## src/rtl/prs_pkg.sv

```systemverilog
package prs_pkg;
  localparam int unsigned ID_W      = 6;
  localparam int unsigned STAT_W    = 32;
  localparam logic [ID_W-1:0] NO_ID = 6'h3F;

  function automatic logic [STAT_W-1:0] pack_status(
    input logic            fiq_found,
    input logic [ID_W-1:0] fiq_id,
    input logic            irq_found,
    input logic [ID_W-1:0] irq_id
  );
    pack_status = {irq_found, 9'd0, irq_id, fiq_found, 9'd0, fiq_id};
  endfunction

  localparam logic [STAT_W-1:0] IDLE_WORD = {1'b0, 9'd0, NO_ID, 1'b0, 9'd0, NO_ID};
endpackage

```

## src/rtl/prs_slot_qualify.sv

```systemverilog
module prs_slot_qualify
  import prs_pkg::*;
#(
  parameter int unsigned NUM_SLOTS = 40,
  parameter int unsigned NUM_SRC   = 40
) (
  input  logic [NUM_SLOTS-1:0]      slot_valid_i,
  input  logic [NUM_SLOTS*ID_W-1:0] slot_id_i,
  input  logic [NUM_SRC-1:0]        pend_en_i,
  input  logic [NUM_SRC-1:0]        fiq_sel_i,
  output logic [NUM_SLOTS-1:0]      fiq_hit_o,
  output logic [NUM_SLOTS-1:0]      irq_hit_o
);
  localparam int unsigned TAB_W = 1 << ID_W;

  // widen to the full ID space so out-of-range IDs read as not live
  logic [TAB_W-1:0] pend_tab, fiq_tab;
  assign pend_tab = TAB_W'(pend_en_i);
  assign fiq_tab  = TAB_W'(fiq_sel_i);

  for (genvar g = 0; g < NUM_SLOTS; g++) begin : g_slot
    logic [ID_W-1:0] id;
    logic            live;
    assign id   = slot_id_i[g*ID_W +: ID_W];
    assign live = slot_valid_i[g] && (id < ID_W'(NUM_SRC)) && pend_tab[id];
    assign fiq_hit_o[g] = live &  fiq_tab[id];
    assign irq_hit_o[g] = live & ~fiq_tab[id];
  end
endmodule

```

## src/rtl/prs_first_pick.sv

```systemverilog
module prs_first_pick
  import prs_pkg::*;
#(
  parameter int unsigned NUM_SLOTS = 40
) (
  input  logic [NUM_SLOTS-1:0]      hit_i,
  input  logic [NUM_SLOTS*ID_W-1:0] slot_id_i,
  output logic                      found_o,
  output logic [ID_W-1:0]           id_o
);
  // scan from the lowest rank upward so slot 0 is written last
  always_comb begin
    found_o = 1'b0;
    id_o    = NO_ID;
    for (int i = NUM_SLOTS - 1; i >= 0; i--) begin
      if (hit_i[i]) begin
        found_o = 1'b1;
        id_o    = slot_id_i[i*ID_W +: ID_W];
      end
    end
  end
endmodule

```

## src/rtl/prio_slot_resolver.sv

```systemverilog
module prio_slot_resolver
  import prs_pkg::*;
#(
  parameter int unsigned NUM_SLOTS = 40,
  parameter int unsigned NUM_SRC   = 40
) (
  input  logic                        clk_i,
  input  logic                        rst_ni,
  input  logic [NUM_SLOTS-1:0]        slot_valid_i,
  input  logic [NUM_SLOTS*ID_W-1:0]   slot_id_i,
  input  logic [NUM_SRC-1:0]          pend_en_i,
  input  logic [NUM_SRC-1:0]          fiq_sel_i,
  output logic [STAT_W-1:0]           status_o
);
  localparam int unsigned TAB_W = 1 << ID_W;

  logic [NUM_SLOTS-1:0] fiq_hit, irq_hit;
  logic                 fiq_found, irq_found;
  logic [ID_W-1:0]      fiq_id, irq_id;

  prs_slot_qualify #(.NUM_SLOTS(NUM_SLOTS), .NUM_SRC(NUM_SRC)) u_qual (
    .slot_valid_i (slot_valid_i),
    .slot_id_i    (slot_id_i),
    .pend_en_i    (pend_en_i),
    .fiq_sel_i    (fiq_sel_i),
    .fiq_hit_o    (fiq_hit),
    .irq_hit_o    (irq_hit)
  );

  prs_first_pick #(.NUM_SLOTS(NUM_SLOTS)) u_pick_fiq (
    .hit_i     (fiq_hit),
    .slot_id_i (slot_id_i),
    .found_o   (fiq_found),
    .id_o      (fiq_id)
  );

  prs_first_pick #(.NUM_SLOTS(NUM_SLOTS)) u_pick_irq (
    .hit_i     (irq_hit),
    .slot_id_i (slot_id_i),
    .found_o   (irq_found),
    .id_o      (irq_id)
  );

  always_ff @(posedge clk_i or negedge rst_ni) begin
    if (!rst_ni) status_o <= IDLE_WORD;
    else         status_o <= pack_status(fiq_found, fiq_id, irq_found, irq_id);
  end

  // a reported winner was live and steered to its class one edge earlier
  a_r3_fiq_winner_live: assert property (@(posedge clk_i) disable iff (!rst_ni)
    status_o[15] |-> (((TAB_W'($past(pend_en_i & fiq_sel_i))) >> status_o[5:0]) & TAB_W'(1)) == TAB_W'(1));
  a_r3_irq_winner_live: assert property (@(posedge clk_i) disable iff (!rst_ni)
    status_o[31] |-> (((TAB_W'($past(pend_en_i & ~fiq_sel_i))) >> status_o[21:16]) & TAB_W'(1)) == TAB_W'(1));
  // reported IDs are in range
  a_r1_fiq_id_range: assert property (@(posedge clk_i) disable iff (!rst_ni)
    status_o[15] |-> (status_o[5:0] < ID_W'(NUM_SRC)));
  a_r1_irq_id_range: assert property (@(posedge clk_i) disable iff (!rst_ni)
    status_o[31] |-> (status_o[21:16] < ID_W'(NUM_SRC)));
  // empty halves read the idle code
  a_r6_fiq_idle_code: assert property (@(posedge clk_i) disable iff (!rst_ni)
    !status_o[15] |-> (status_o[5:0] == NO_ID));
  a_r6_irq_idle_code: assert property (@(posedge clk_i) disable iff (!rst_ni)
    !status_o[31] |-> (status_o[21:16] == NO_ID));
  // gap bits stay clear
  a_r7_zero_gaps: assert property (@(posedge clk_i) disable iff (!rst_ni)
    (status_o[14:6] == '0) && (status_o[30:22] == '0));
  // output only follows registered inputs
  a_r8_held_when_inputs_held: assert property (@(posedge clk_i) disable iff (!rst_ni)
    ($stable(slot_valid_i) && $stable(slot_id_i) && $stable(pend_en_i) && $stable(fiq_sel_i))
      |=> $stable(status_o));
endmodule

```

## config.mk

```make
export PLATFORM = sky130hd
export DESIGN_NAME = prio_slot_resolver
export DESIGN_NICKNAME = d
export VERILOG_FILES = /design/src/rtl/prs_pkg.sv /design/src/rtl/prs_slot_qualify.sv /design/src/rtl/prs_first_pick.sv /design/src/rtl/prio_slot_resolver.sv
export SDC_FILE = /design/constraint.sdc
export NUM_CORES = 2
export LEC_CHECK = 0
export ABC_CLOCK_PERIOD_IN_PS = 800
export BUFFER_PORTS_ARGS = -buffer_cell sky130_fd_sc_hd__buf_2
export CORE_MARGIN = 10
export CORE_UTILIZATION = 63
export CTS_CLUSTER_SIZE = 24
export DETAILED_ROUTE_END_ITERATION = 6
export PLACE_DENSITY = 0.83
export REMOVE_ABC_BUFFERS = 1
export SLEW_MARGIN = 40
export SYNTH_ARGS = -nofsm -noshare
export SYNTH_HDL_FRONTEND = slang
export SYNTH_HIERARCHICAL = 1
export SYNTH_SLANG_ARGS = --single-unit
```

## constraint.sdc

```tcl
create_clock -name clk_i -period 0.8 [get_ports clk_i]
set_input_delay 0.08 -clock clk_i [delete_from_list [all_inputs] [get_ports clk_i]]
set_output_delay 0.08 -clock clk_i [all_outputs]
set_load 0.05 [all_outputs]
```

==> results of run 1 <==
## cells in the mapped netlist, types with 14 or more instances
library cell / number
o221ai_1: 45
mux2i_1: 328
nand3b_1: 34
or2_2: 19
nor3_1: 57
clkbuf_1: 415
mux4_1: 18
a221o_1: 14
nand2b_1: 30
buf_1: 45
nor3b_1: 56
a211oi_1: 31
a21oi_1: 95
o31ai_1: 23
a22oi_1: 55
buf_4: 33
a31oi_1: 47
mux4_2: 712
o21ai_0: 78
a311oi_1: 22
mux2_2: 54
buf_2: 100
o22ai_1: 40
nand3_1: 100
nor2b_1: 138
inv_1: 154
nor2_1: 170
o211ai_1: 31
nand4_1: 29
a32oi_1: 16
a221oi_1: 70
nand2_1: 215
a2111oi_0: 29
## per-layer routing
metal  GRT overflow  GRT usage
met5             47      0.871
met3            310      0.933
met2           3393       1.22
met4            908       1.07
met1            364      0.924
## metrics by stage
stage	instances	util	hold slack, ns	area (um2)	worst slack [ns]
floorplan	2933	-	-0.216	31500	-2.06
global placement	5307	0.867	0.00734	46600	-2.85
detailed placement	5307	0.867	0.0103	46600	-3.15
CTS	5386	0.920	0.280	49400	-2.45
## logic make-up after synthesis
group           count (synthesis)  share of synthesized area
mux                          1112                      0.598
buf+inv                       766                     0.0942
flops                          14                     0.0107
other cells                     1                   0.000110
simple gates                  907                      0.137
compound gates                725                      0.159
## timing repair
| item | 4_1_cts |
|---|---|
| pin swaps | 112 |
| endpoints found under the hold margin | 2 |
| resized for setup | 517 |
| setup buffers | 70 |
| hold buffers | 1 |
| endpoints found under the setup margin | 28 |
| gates cloned | 5 |
==> impl_metrics.env, run 1 <==
export IMPL_status="stopped before the end"
export IMPL_stop_stage="global routing (5_1_grt)"
export IMPL_firstError="[ERROR GRT-0116] Global routing finished with congestion. Check the congestion regions in the DRC Viewer."
export IMPL_synth_avg_cell_area_um2=9.67
export IMPL_gp_congestion=1.37
export IMPL_ys_warn_count=6
export IMPL_ioPinCount=394
export IMPL_track_usage=1.03
export IMPL_synth_seq_area_share=0.0107
export IMPL_synth_top_area_share=0.470
export IMPL_synth_cell_types=81
export IMPL_post_dp_hpwl_um=177000
export IMPL_start_util=0.635
export IMPL_h_tree_depth=1
export IMPL_synth_area_leaders="mux4_2 47%, mux2i_1 9.6%, clkbuf_1 4.6%"
export IMPL_grt_pass1_wl_um=481000
export IMPL_synth_seq_cells=14
export IMPL_cts_sinks=14
export IMPL_clockRootBuffer="clkbuf_16"
export IMPL_rows=85
export IMPL_clock_path_buffers=2
export IMPL_async_reset_ff_frac=1.00
export IMPL_ys_flop_type="dfstp_2"
export IMPL_synth_area_leader_cell="mux4_2"
export IMPL_syn_area_mm2=0.0341
export IMPL_synth_edf_count=0
export IMPL_die_w_um=253
export IMPL_placement_io_buffers=375
export IMPL_cts_buffers=3
export IMPL_grt_pass1_vias=64400
export IMPL_die_height_um=253
export IMPL_syn_inst=3525
export IMPL_grt_overflow_total=5022
export IMPL_grt_max_degree=23
==> inputs of run 2 (changes only) <==
Settings changed: CORE_UTILIZATION 63 to 40, CTS_CLUSTER_SIZE 24 to not set, PLACE_DENSITY 0.83 to not set, PLACE_DENSITY_LB_ADDON set to 0.15.
==> run 2 against run 1 <==
- area after synthesis unchanged
- the flow now finishes, with violations (design-rule violations, negative setup slack)
- synthesized cell count is the same
==> impl_metrics.env, run 2 <==
export IMPL_syn_area_mm2=0.0341
export IMPL_core_mm2=0.0849
export IMPL_regMostFlops="status_o"
export IMPL_cpLargestDelayFamily="compound AO/OA/AOI/OAI gates"
export IMPL_p_leak_uw=0.0224
export IMPL_slowest_delay_ns=0.48
export IMPL_critPathMaxFanout=7
export IMPL_cts_buffers=3
export IMPL_ir_drop_mv=1.23
export IMPL_vias=45700
export IMPL_max_slew_worst_pin_slew_ns=0.627
export IMPL_gp_congestion=1.08
export IMPL_violations="design-rule violations, negative setup slack"
export IMPL_endpoint_kind="flop"
export IMPL_setup_ws_ns=-2.48
export IMPL_yosysMostFrequentCell="mux4_2"
export IMPL_start_util=0.402
export IMPL_slowest_stage="a2111o_1"
export IMPL_area_growth_pct=57.6
export IMPL_max_clock_freq_mhz=305
export IMPL_post_drt_wl_per_cell_um=39.4
export IMPL_grt_overflow_total=0
export IMPL_dp_cells=5985
export IMPL_grt_max_degree=23
export IMPL_fin_crit_sh=4.10
export IMPL_syn_inst=3525
export IMPL_synth_area_leader_cell="mux4_2"
export IMPL_path_clk_slew_ns=0.06
export IMPL_drtAntennaViolNets=0
export IMPL_crit_cells=16
export IMPL_worst_setup_path_type="in -> reg"
export IMPL_clock_path_buffers=2
export IMPL_rsz0062_at_grt="yes"
export IMPL_post_dp_hpwl_um=187000
export IMPL_final_cell_mix="1353 x buf_4, 718 x mux4_2, 316 x mux2i_1, 308 x buf_2, 229 x buf_12"
export IMPL_status="finished, violations left"
export IMPL_synth_top_area_share=0.470
export IMPL_max_cap_viol_count=0
export IMPL_fin_crit_ns=3.28
export IMPL_startpoint_type="input port"
export IMPL_crit_arrival_ns=3.46
export IMPL_synth_cell_types=81
export IMPL_cts_sinks=14
export IMPL_synth_common_cells="712 x mux4_2, 415 x clkbuf_1, 328 x mux2i_1, 215 x nand2_1, 170 x nor2_1"
export IMPL_worstHoldPathType="in -> async"
export IMPL_largest_reg_flops=14
export IMPL_synth_seq_area_share=0.0107
export IMPL_max_slew_margin=0.578
export IMPL_hold_viol=0
export IMPL_track_usage=0.464
export IMPL_antenna_found_initial=23
export IMPL_drtIter0Drc=7716
export IMPL_stdcell_count=6150
export IMPL_drc=36
export IMPL_synth_edf_count=0
export IMPL_async_reset_ff_frac=1.00
export IMPL_grt_pass1_wl_um=329000
export IMPL_synth_seq_cells=14
export IMPL_h_tree_depth=1
export IMPL_synth_avg_cell_area_um2=9.67
export IMPL_power_density_mw_per_mm2=876
export IMPL_ys_flop_type="dfstp_2"
export IMPL_rows=107
export IMPL_final_nets=5339
export IMPL_synth_area_leaders="mux4_2 47%, mux2i_1 9.6%, clkbuf_1 4.6%"
export IMPL_drt_wl_total_um=242000
export IMPL_grt_pass1_vias=44200
export IMPL_final_layout_size_suffix_gt1_frac=0.642
export IMPL_die_w_um=312
export IMPL_path_cells="buf_12, buf_16, buf_8, mux4_2, nand2_1, a21oi_2, a311oi_1, o22a_1, and2b_2, or2_4, a221oi_2, buf_4, o2111ai_4, a2111o_1, a41oi_2, nor2_1"
export IMPL_layout_commonest_cell="buf_4"
export IMPL_die_height_um=312
export IMPL_slew_violations=0
export IMPL_ioPinCount=394
export IMPL_vias_per_cell=7.43
export IMPL_ys_warn_count=6
export IMPL_required_ns=0.98
export IMPL_cts_tree="built"
export IMPL_placement_io_buffers=375
export IMPL_clockRootBuffer="clkbuf_16"
export IMPL_drt_pass1_iter_count=7
export IMPL_cp_num_buf_inv=4
export IMPL_die_area_mm2=0.0973
export IMPL_hold_ws_ns=0.275
export IMPL_setup_viol=28
export IMPL_largestRegisters="status_o: 14 flops"
-- run 2: cell counts after synthesis --
No cell type changed its count.
-- run 2: worst max-delay path by stage --
stage / startpoint / end
after floorplan: slot_id_i[102] / status_o[18]
after global placement: pend_en_i[0] / status_o[20]
after detailed placement: pend_en_i[0] / status_o[20]
after CTS: fiq_sel_i[31] / status_o[2]
after global routing: pend_en_i[13] / status_o[2]
final: pend_en_i[8] / status_o[18]
-- run 2: area by class of cell --
cell class | instances | area, um2
well taps | 1144 | 1430
multi-input cells | 2762 | 32700
flip-flops and latches | 14 | 365
repair buffers | 2039 | 18500
inverters | 157 | 593
clock buffers | 4 | 88.8
fillers | 7121 | 31100
diodes | 30 | 75.1
-- run 2: stage by stage --
stage	utilization	power, uW	setup WS (ns)	TNS (ns)	area (um2)
CTS	0.610	43700	-2.43	-36.44	51800
global route	0.633	47800	-2.52	-37.72	53700
detailed placement	0.576	39300	-3.42	-44.94	48900
floorplan	-	16600	-2.06	-26.93	31500
global placement	0.576	39200	-3.52	-45.88	48900
finish	0.633	47100	-2.48	-37.05	53700
-- run 2: cells by family (layout without fill, tap and decap cells) --
family,after synthesis,in the layout,synth area share
mux,1112,1112,0.598
other cells,1,48,0.000110
simple gates,907,907,0.137
compound gates,725,725,0.159
flops,14,14,0.0107
buf+inv,766,2200,0.0942
-- run 2: metal layers --
layer	part of all wire	vias up	global-route usage
li1	-	17400	-
met3	0.16	1380	0.207
met5	0.0038	-	0.0370
met2	0.41	4665	0.684
met4	0.089	36	0.292
met1	0.34	22300	0.543
-- run 2: repair_timing --
action	in CTS	in global routing
gates resized for setup	488	278
setup endpoints to repair	28	28
pin swaps	116	112
hold endpoints to repair	2	0
hold buffers	1	0
gates cloned	13	9
buffers inserted	56	64
-- run 2: where the power goes --
group	internal, uW	total, uW	switching (uW)
Combinational	21300	43900	22600
Clock	765	1190	429
Sequential	1230	1940	708
Power figures use the tool's default switching activity.
